## src/rtl/hb_pkg.sv

```systemverilog
package hb_pkg;

    localparam int NGRP     = 2;
    localparam int GRP_MAIN = 0;
    localparam int GRP_SER  = 1;

    typedef enum logic [1:0] {
        MODE_SEP = 2'd0,
        MODE_LVL = 2'd1,
        MODE_MUX = 2'd2
    } bus_mode_e;

    typedef struct packed {
        logic cs_main_n;
        logic cs_ser_n;
        logic wstb_n;
        logic rstb_n;
        logic ale;
    } ctrl_t;

    localparam logic [4:0] CTRL_IDLE = 5'b11110;

    typedef struct packed {
        logic rd;
        logic wr;
    } strobe_t;

    function automatic strobe_t decode_strobes(bus_mode_e m, logic wstb_n, logic rstb_n);
        strobe_t s;
        if (m == MODE_LVL) begin
            s.rd = ~rstb_n & wstb_n;
            s.wr = ~rstb_n & ~wstb_n;
        end else begin
            s.rd = ~rstb_n;
            s.wr = ~wstb_n;
        end
        return s;
    endfunction

    function automatic bus_mode_e pick_mode(logic fell, logic ale_lvl);
        if (fell)         return MODE_MUX;
        else if (ale_lvl) return MODE_LVL;
        else              return MODE_SEP;
    endfunction

endpackage

```

## src/rtl/hb_sync.sv

```systemverilog
module hb_sync #(
    parameter int           W       = 1,
    parameter logic [W-1:0] RST_VAL = '0
) (
    input  logic         clk,
    input  logic         rst,
    input  logic [W-1:0] d,
    output logic [W-1:0] q
);
    logic [W-1:0] meta_q;
    logic [W-1:0] sync_q;

    always_ff @(posedge clk) begin
        if (rst) begin
            meta_q <= RST_VAL;
            sync_q <= RST_VAL;
        end else begin
            meta_q <= d;
            sync_q <= meta_q;
        end
    end

    assign q = sync_q;
endmodule

```

## src/rtl/hb_mode_detect.sv

```systemverilog
module hb_mode_detect
    import hb_pkg::*;
(
    input  logic      clk,
    input  logic      rst,
    input  logic      ale_lvl,
    input  logic      acc_start,
    output bus_mode_e mode
);
    logic      ale_d;
    logic      fall_seen;
    logic      locked_q;
    bus_mode_e mode_q;
    bus_mode_e cand;
    logic      ale_fall;

    always_comb begin
        ale_fall = ale_d & ~ale_lvl;
        cand     = pick_mode(fall_seen | ale_fall, ale_lvl);
        mode     = locked_q ? mode_q : cand;
    end

    always_ff @(posedge clk) begin
        if (rst) begin
            ale_d     <= 1'b0;
            fall_seen <= 1'b0;
            locked_q  <= 1'b0;
            mode_q    <= MODE_SEP;
        end else begin
            ale_d <= ale_lvl;
            if (!locked_q) begin
                if (ale_fall) fall_seen <= 1'b1;
                if (acc_start) begin
                    locked_q <= 1'b1;
                    mode_q   <= cand;
                end
            end
        end
    end

    // once locked, the chosen format never changes until reset
    assert_mode_lock_R3: assert property (@(posedge clk) disable iff (rst)
        locked_q |=> (locked_q && mode_q == $past(mode_q)));
endmodule

```

## src/rtl/hb_access.sv

```systemverilog
module hb_access
    import hb_pkg::*;
#(
    parameter int DW = 8,
    parameter int AW = 8
) (
    input  logic            clk,
    input  logic            rst,
    input  bus_mode_e       mode,
    input  logic            cs_main,
    input  logic            cs_ser,
    input  logic            wstb_n,
    input  logic            rstb_n,
    input  logic [AW-1:0]   addr_cur,
    input  logic [DW-1:0]   data_cur,
    input  logic [DW-1:0]   rdata [NGRP],
    output logic            acc_start,
    output logic [NGRP-1:0] rd_en,
    output logic [NGRP-1:0] wr_en,
    output logic [AW-1:0]   addr_o,
    output logic [DW-1:0]   wdata_o,
    output logic [DW-1:0]   rdata_o,
    output logic            oe_o
);
    localparam int GW = (NGRP > 1) ? $clog2(NGRP) : 1;

    strobe_t         stb;
    logic            cs_any, cs_valid;
    logic            rd_act, wr_act, rd_prev, wr_prev;
    logic            rd_start, wr_start, wr_end;
    logic [GW-1:0]   grp_now, h_grp, rd_grp_q;
    logic [AW-1:0]   h_addr, addr_q;
    logic [DW-1:0]   h_data, wdata_q, rdata_q;
    logic            h_bad, oe_q;
    logic [NGRP-1:0] rd_hit, wr_hit, rd_q, wr_q;

    always_comb begin
        stb       = decode_strobes(mode, wstb_n, rstb_n);
        cs_any    = cs_main | cs_ser;
        cs_valid  = cs_main ^ cs_ser;
        rd_act    = cs_any & stb.rd;
        wr_act    = cs_any & stb.wr;
        rd_start  = rd_act & ~rd_prev;
        wr_start  = wr_act & ~wr_prev;
        wr_end    = ~wr_act & wr_prev;
        acc_start = rd_start | wr_start;
        grp_now   = cs_ser ? GW'(GRP_SER) : GW'(GRP_MAIN);
    end

    for (genvar g = 0; g < NGRP; g++) begin : g_grp
        assign rd_hit[g] = rd_start && cs_valid && (grp_now == GW'(g));
        assign wr_hit[g] = wr_end && !h_bad && (h_grp == GW'(g));
    end

    always_ff @(posedge clk) begin
        if (rst) begin
            rd_prev  <= 1'b0;
            wr_prev  <= 1'b0;
            rd_q     <= '0;
            wr_q     <= '0;
            h_addr   <= '0;
            h_data   <= '0;
            h_grp    <= '0;
            h_bad    <= 1'b0;
            addr_q   <= '0;
            wdata_q  <= '0;
            rdata_q  <= '0;
            rd_grp_q <= '0;
            oe_q     <= 1'b0;
        end else begin
            rd_prev <= rd_act;
            wr_prev <= wr_act;
            rd_q    <= rd_hit;
            wr_q    <= wr_hit;
            if (wr_act) begin
                h_addr <= addr_cur;
                h_data <= data_cur;
                h_grp  <= grp_now;
                h_bad  <= wr_start ? !cs_valid : (h_bad || !cs_valid);
            end
            if (|rd_hit) begin
                addr_q   <= addr_cur;
                rd_grp_q <= grp_now;
            end
            if (|wr_hit) begin
                addr_q  <= h_addr;
                wdata_q <= h_data;
            end
            if (|rd_q) rdata_q <= rdata[rd_grp_q];
            oe_q <= rd_act && cs_valid && (oe_q || (|rd_q));
        end
    end

    assign rd_en   = rd_q;
    assign wr_en   = wr_q;
    assign addr_o  = addr_q;
    assign wdata_o = wdata_q;
    assign rdata_o = rdata_q;
    assign oe_o    = oe_q;

    // every internal strobe lasts a single cycle
    assert_rd_single_R9: assert property (@(posedge clk) disable iff (rst)
        (|rd_q) |=> (rd_q == '0));
    assert_wr_single_R9: assert property (@(posedge clk) disable iff (rst)
        (|wr_q) |=> (wr_q == '0));
    // at most one group is strobed at a time
    assert_rd_onehot_R8: assert property (@(posedge clk) disable iff (rst)
        $onehot0(rd_q));
    assert_wr_onehot_R8: assert property (@(posedge clk) disable iff (rst)
        $onehot0(wr_q));
    // the bus is only driven after a cycle with a single chip select
    assert_oe_single_cs_R12: assert property (@(posedge clk) disable iff (rst)
        oe_q |-> $past(cs_valid));
endmodule

```

## src/rtl/hostbus_bridge.sv

```systemverilog
module hostbus_bridge
    import hb_pkg::*;
#(
    parameter int DW = 8,
    parameter int AW = 8
) (
    input  logic            clk,
    input  logic            rst,
    input  logic            cs_main_n,
    input  logic            cs_ser_n,
    input  logic            wstb_n,
    input  logic            rstb_n,
    input  logic            alat_en,
    input  logic [AW-1:0]   addr_in,
    input  logic [DW-1:0]   bus_in,
    output logic [DW-1:0]   bus_out,
    output logic            bus_oe,
    output logic [NGRP-1:0] reg_rd_en,
    output logic [NGRP-1:0] reg_wr_en,
    output logic [AW-1:0]   reg_addr,
    output logic [DW-1:0]   reg_wdata,
    input  logic [DW-1:0]   rdata_main,
    input  logic [DW-1:0]   rdata_ser
);
    localparam int CW = $bits(ctrl_t);

    logic [CW-1:0]    ctrl_sv;
    ctrl_t            ctrl_s;
    logic [AW+DW-1:0] data_sv;
    logic [AW-1:0]    addr_s, alat_q, addr_cur;
    logic [DW-1:0]    bus_s;
    logic [DW-1:0]    rdata_arr [NGRP];
    bus_mode_e        mode;
    logic             acc_start;
    logic             rst_seen;

    hb_sync #(.W(CW), .RST_VAL(CTRL_IDLE)) u_sync_ctrl (
        .clk (clk),
        .rst (rst),
        .d   ({cs_main_n, cs_ser_n, wstb_n, rstb_n, alat_en}),
        .q   (ctrl_sv)
    );

    hb_sync #(.W(AW + DW), .RST_VAL('0)) u_sync_data (
        .clk (clk),
        .rst (rst),
        .d   ({addr_in, bus_in}),
        .q   (data_sv)
    );

    assign ctrl_s           = ctrl_t'(ctrl_sv);
    assign {addr_s, bus_s}  = data_sv;
    assign rdata_arr[GRP_MAIN] = rdata_main;
    assign rdata_arr[GRP_SER]  = rdata_ser;

    // transparent while latch enable is high, holds after it falls
    always_ff @(posedge clk) begin
        if (rst)             alat_q <= '0;
        else if (ctrl_s.ale) alat_q <= AW'(bus_s);
    end

    assign addr_cur = (mode == MODE_MUX) ? alat_q : addr_s;

    hb_mode_detect u_mode (
        .clk       (clk),
        .rst       (rst),
        .ale_lvl   (ctrl_s.ale),
        .acc_start (acc_start),
        .mode      (mode)
    );

    hb_access #(.DW(DW), .AW(AW)) u_access (
        .clk       (clk),
        .rst       (rst),
        .mode      (mode),
        .cs_main   (~ctrl_s.cs_main_n),
        .cs_ser    (~ctrl_s.cs_ser_n),
        .wstb_n    (ctrl_s.wstb_n),
        .rstb_n    (ctrl_s.rstb_n),
        .addr_cur  (addr_cur),
        .data_cur  (bus_s),
        .rdata     (rdata_arr),
        .acc_start (acc_start),
        .rd_en     (reg_rd_en),
        .wr_en     (reg_wr_en),
        .addr_o    (reg_addr),
        .wdata_o   (reg_wdata),
        .rdata_o   (bus_out),
        .oe_o      (bus_oe)
    );

    always_ff @(posedge clk) begin
        if (rst) rst_seen <= 1'b1;
    end

    // outputs quiet right after a reset cycle
    assert_reset_quiet_R1: assert property (@(posedge clk)
        (rst_seen && $past(rst)) |-> (reg_rd_en == '0 && reg_wr_en == '0 && !bus_oe));
endmodule

```

## config.mk

```make
export PLATFORM = sky130hd
export DESIGN_NAME = hostbus_bridge
export DESIGN_NICKNAME = d
export VERILOG_FILES = /design/src/rtl/hb_pkg.sv /design/src/rtl/hb_sync.sv /design/src/rtl/hb_mode_detect.sv /design/src/rtl/hb_access.sv /design/src/rtl/hostbus_bridge.sv
export SDC_FILE = /design/constraint.sdc
export NUM_CORES = 1
export LEC_CHECK = 0
export BUFFER_PORTS_ARGS = -buffer_cell sky130_fd_sc_hd__clkbuf_2
export CAP_MARGIN = 20
export CORE_UTILIZATION = 46
export DETAILED_ROUTE_END_ITERATION = 12
export PLACE_DENSITY = 0.68
export SKIP_CTS_REPAIR_TIMING = 1
export SYNTH_ARGS = -nofsm -noshare
export SYNTH_HDL_FRONTEND = slang
export SYNTH_HIERARCHICAL = 1
export SYNTH_SLANG_ARGS = --single-unit
```

## constraint.sdc

```tcl
create_clock -name clk -period 3.87 [get_ports clk]
set_input_delay 0 -clock clk [delete_from_list [all_inputs] [get_ports clk]]
set_output_delay 0 -clock clk [all_outputs]
set_load 0.01 [all_outputs]
```

==> impl_metrics.ini, run 1 <==
[status]
status = finished with violations
failed_checks = hold timing

[global_route]
grt_pass1_vias = 2159
grt_antenna_before_repair = 0
grt_pass1_wl_mm = 9.73
track_usage_pct = 14.7
grt_max_degree = 103
overflow = 0

[clocking]
clock_sink_count = 105
cts_htree_levels = 3
clock-root-buffer = clkbuf_8
tritoncts = done
cts_buffers = 9
clk_pin_slew_worst_paths_ns = 0.10
ctsLongestPathBuffers = 2
clk_latency_ns = 0.37

[die]
core_um2 = 7810
fp.dieW_um = 92.2
pin_count = 68
dieArea_um2 = 8510
die_h_um = 92.2
start_util_pct = 48.0
rows = 32

[hold_path]
worstHoldPathCells = 3
hp-start = rdata_main[0]
min_to = u_access/rdata_o[0]
min_path_type = in -> reg

[logic_synthesis]
netlist_instances = 356
synthTopCellsByArea = dfxtp_1 (56%), mux2i_1 (9.1%), nor2b_1 (6.0%)
synth_top_family_by_area = simple AND/OR/NAND/NOR gates
avgSynthCellArea_um2 = 10.5
synth_compound_area_share_pct = 7.89
yosysTopAreaCell = dfxtp_1
synth_fa_ha_area_share_pct = 0.334
yosysSeqAreaShare_pct = 56.1
yosys.area_share.simple_pct = 18.9
synthMuxAreaShare_pct = 12.7
ys_seq_elements = 105
yosysWarnings = 6
synth_cell_type_count = 34
syn_nets = 396
syn_area_um2 = 3740
yosys.area_share.xor_xnor_pct = 0
netlist.area_leader.share_pct = 56.1

[sta]
slew_viol_final = 0
skew_ns = 0.0124
hold_viol_final = 3
rsz0062_at_grt = false
finalSetupViolations = 0
slew_headroom_pct = 32.2
post-route-period-util_pct = 69.4
fin_crit_ns = 2.68
hold-worst-slack_ns = -0.0312
max_freq_mhz = 373
tightestPinTransition_ns = 1.02
setup_tns_ns = 0

[finish]
antenna_cells = 0
nets = 486
final_cell_mix = dfxtp_1 (105), clkbuf_2 (66), nor2_1 (41), nand2_1 (37), nor2b_1 (36)
fin_area_um2 = 4590
drive_above_1_share_pct = 24.6
layout_commonest_cell = dfxtp_1
final_cell_count_no_fill = 553
area_delta_synth_final_pct = 22.6

[worst_setup_path]
critPathArrivalTime_ns = 2.99
r2r-start = u_sync_ctrl/q[0]
worstSetupStartpointType = flop
reg2reg_to = u_mode/mode_q[0]
rrSetupSlack_ns = 1.19
crit_path_end_kind = flop
required_ns = 4.17
reg2reg_depth = 9
path_class = reg -> reg
critPathMaxFanout = 20

[placement]
placed_area_um2 = 4090
gp_congestion = 0.723
hpwl_mm = 3.88
place_inst = 505
io_buffers = 67

[power_and_ir_drop]
leakage_nw = 1.97
powerDensity_nw_per_um2 = 405
ir_worst_vdd_v = 0.000197

[route]
postRouteAntennaNets = 0
firstDrtPassIters = 4
wl_per_cell_um = 11.3
drc = 0
totalWireLength_mm = 6.23
routed_via_density = 4.62
num_vias = 2555
drtIter0Drc = 121

[run]
cap_violations = 0
how the worst max path moves through the flow:
stage / cells past startpoint / end / start / slack (ns)
after CTS: 9 / u_mode/mode_q[0] / u_sync_ctrl/q[0] / 1.17
after global routing: 9 / u_mode/mode_q[0] / u_sync_ctrl/q[0] / 0.95
after detailed placement: 9 / u_mode/mode_q[0] / u_sync_ctrl/q[0] / 1.20
after floorplan: 8 / u_mode/mode_q[0] / u_mode/locked_q / 1.56
final: 9 / u_mode/mode_q[0] / u_sync_ctrl/q[0] / 1.19
after global placement: 9 / u_mode/mode_q[0] / u_sync_ctrl/q[0] / 1.28
layout make-up:
cell class	instances	area (um2)
Fill cell	651	3220
Inverter	7	26.3
Clock buffer	9	124
Tap cell	102	128
Clock inverter	7	60.1
Sequential cell	105	2100
Multi-Input combinational cell	224	1490
Timing Repair Buffer	99	658
flip-flops by register name (all words and copies together), names as in the netlist, 8 cells and up:
name / flops
u_access/wdata_o: 8
alat_q: 8
u_sync_data/q: 16
u_access/rdata_o: 8
u_access/h_data: 8
u_sync_data/meta_q: 16
u_access/h_addr: 8
u_access/addr_o: 8
cells in the mapped netlist, drive strengths merged:
library cell  instances
mux2                  9
and3b                 2
o22ai                 1
o21ai                 3
nand2b                2
mux2i                34
ha                    1
or3                   1
buf                  12
nor2b                37
nand2                37
a21oi                19
a211oi               17
nor3b                 1
dfxtp               105
or2                  11
clkbuf                8
or3b                  1
nor3                  4
inv                   7
nor2                 43
nand4b                1
routing by layer:
metal  wire, um  vias up  part of all wire [%]  GRT usage, %
li1           -     1349                     -             -
met1       2990     1128                    48          18.0
met2       2780       68                    45          23.4
met3        322       10                   5.2          4.15
met4        130        0                   2.1          7.81
met5          0        -                     0             0
logic make-up after synthesis:
group | count (synthesis)
AND/OR/NAND/NOR | 140
flip-flops | 105
multiplexers | 43
AO/OA/AOI/OAI | 40
buffers and inverters | 27
adder cells (fa/ha/maj) | 1
stage by stage:
| step | setup slack, ns | power (W) | utilization, % |
|---|---|---|---|
| after floorplan | 1.56 | 0.00120 | - |
| after global placement | 1.28 | 0.00123 | 52.3 |
| after detailed placement | 1.20 | 0.00123 | 52.3 |
| after CTS | 1.17 | 0.00186 | 54.7 |
| after global routing | 0.951 | 0.00194 | 58.8 |
| final | 1.19 | 0.00186 | 58.8 |
critical path: stages (launching register included):
cell and delay, ns:
dfxtp_1 0.47, inv_1 0.14, a21oi_1 0.11, mux2i_1 0.30, and3b_2 0.29, or2_2 0.44, o22ai_1 0.25, nor2b_2 0.24
mux2_4 0.32, nor2_2 0.07
power by group:
part           internal (W)  switching (W)
registers           0.00111      0.0000108
clock network      0.000247       0.000380
logic             0.0000655      0.0000488
(Power assumes the default switching activity.)
==> inputs of run 2 (changes only) <==
clock period = 2.8 ns   (was 3.87 ns; I/O delays follow)
==> impl_metrics.ini, run 2 (synthesis gave the netlist of run 1 again) <==
[route]
wl_met3_um = 384
met2_length_mm = 2.98
routed_via_density = 4.71
postRouteAntennaNets = 0
drc = 0
wl_per_cell_um = 11.8
totalWireLength_mm = 6.56
maxUsedRoutingLayer = met4
drtIter0Drc = 102
num_vias = 2618
firstDrtPassIters = 4
wl_met1_mm = 3.10

[worst_setup_path]
reg2reg_depth = 7
reg2reg_to = u_mode/mode_q[0]
slowest_stage = dfxtp_1
required_ns = 3.10
crit_buf_inv = 0
rrSetupSlack_ns = 0.49
path_cells = mux2i_1 > and3b_2 > or2_2 > o22ai_1 > nor2b_2 > mux2_4 > nor2_2
max_stage_delay_ns = 0.44
crit_path_end_kind = flop
path_class = reg -> reg
worstSetupStartpointType = flop
path_delay_family = simple AND/OR/NAND/NOR gates
critPathArrivalTime_ns = 2.61
r2r-start = u_mode/locked_q
critPathMaxFanout = 6

[finish]
final_cell_mix = dfxtp_1 (105), clkbuf_2 (66), nor2_1 (41), nand2_1 (37), nor2b_1 (36)
layout_commonest_cell = dfxtp_1
nets = 489
area_delta_synth_final_pct = 23.8
register_area_um2 = 2100
fillCellCount = 683
antenna_cells = 0
fin_area_um2 = 4640
multiInputGateArea_um2 = 1490
drive_above_1_share_pct = 25.3

[hold_path]
hp-start = rdata_main[6]
min_path_type = in -> reg
min_to = u_access/rdata_o[6]
worstHoldPathCells = 3

[sta]
fin_crit_ns = 2.31
tightestPinTransition_ns = 0.755
slew_viol_final = 0
slew_headroom_pct = 49.6
post-route-period-util_pct = 82.3
setup_tns_ns = 0
rsz0062_at_grt = false
hold-worst-slack_ns = -0.0294
finalSetupViolations = 0
hold_viol_final = 3
skew_ns = 0.0129
max_freq_mhz = 434

[global_route]
grt_pass1_vias = 2376
grt_antenna_before_repair = 0
track_usage_pct = 16.1
grt_max_degree = 77
grt_pass1_wl_mm = 10.6
overflow = 0

[clocking]
ctsLongestPathBuffers = 2
clk_latency_ns = 0.37
clk_pin_slew_worst_paths_ns = 0.11
cts_buffers = 9
clock_sink_count = 105
tritoncts = done
clock-root-buffer = clkbuf_8
cts_htree_levels = 3

[die]
die_h_um = 92.2
core_um2 = 7810
dieArea_um2 = 8510
pin_count = 68
rows = 32
fp.dieW_um = 92.2
start_util_pct = 48.0

[power_and_ir_drop]
ir_worst_vdd_v = 0.000286
powerDensity_nw_per_um2 = 573
leakage_nw = 1.99
total_power_w = 0.00266

[run]
cap_violations = 0

[placement]
io_buffers = 67
hpwl_mm = 4.16
gp_congestion = 0.720
placed_area_um2 = 4120

[status]
status = finished with violations
failed_checks = hold timing
==> run 2: how the worst max path moves through the flow <==
| stage | from | end | slack [ns] | depth (start not counted) |
|---|---|---|---|---|
| 2_1_floorplan | u_mode/locked_q | u_mode/mode_q[0] | 0.49 | 8 |
| 3_3_place_gp | u_mode/locked_q | u_mode/mode_q[0] | 0.61 | 7 |
| 3_5_place_dp | u_mode/locked_q | u_mode/mode_q[0] | 0.53 | 7 |
| 4_1_cts | u_mode/locked_q | u_mode/mode_q[0] | 0.50 | 7 |
| 5_1_grt | u_mode/locked_q | u_mode/mode_q[0] | 0.31 | 7 |
| 6_report | u_mode/locked_q | u_mode/mode_q[0] | 0.49 | 7 |
==> run 2: metal layers <==
layer / global-route usage (%) / vias up
met5: 0 / -
met4: 7.42 / 0
met2: 26.0 / 73
met1: 19.6 / 1181
li1: - / 1357
met3: 4.81 / 7
==> run 2: cell type report <==
| type | count | area share (%) |
|---|---|---|
| sequential | 105 | 45.3 |
| multi-input combinational | 224 | 32.2 |
| timing repair buffer | 102 | 14.6 |
| tap | 102 | 2.75 |
| clock buffer | 9 | 2.67 |
| clock inverter | 7 | 1.89 |
| inverter | 7 | 0.567 |
==> run 2: worst reg2reg max path, stage by stage (launching register included) <==
cell and delay [ns]:
dfxtp_1 0.44, mux2i_1 0.38, and3b_2 0.30, or2_2 0.31, o22ai_1 0.20, nor2b_2 0.25
mux2_4 0.32, nor2_2 0.07
==> run 2: where the power goes <==
part / switching, W / leakage, nW / internal (W)
Clock: 0.000527 / 0.0992 / 0.000428
Sequential: 0.0000133 / 0.856 / 0.00153
Combinational: 0.0000706 / 1.03 / 0.0000914
Total: 0.000610 / 1.99 / 0.00205
==> run 2: metrics by stage <==
step | setup slack, ns | hold WS, ns | cells | util, %
floorplan | 0.493 | 0.0662 | 356 | -
global placement | 0.605 | 0.176 | 509 | 52.7
detailed placement | 0.533 | 0.178 | 509 | 52.7
CTS | 0.502 | -0.214 | 525 | 55.4
global route | 0.310 | 0.000811 | 556 | 59.4
finish | 0.494 | -0.0294 | 556 | 59.4
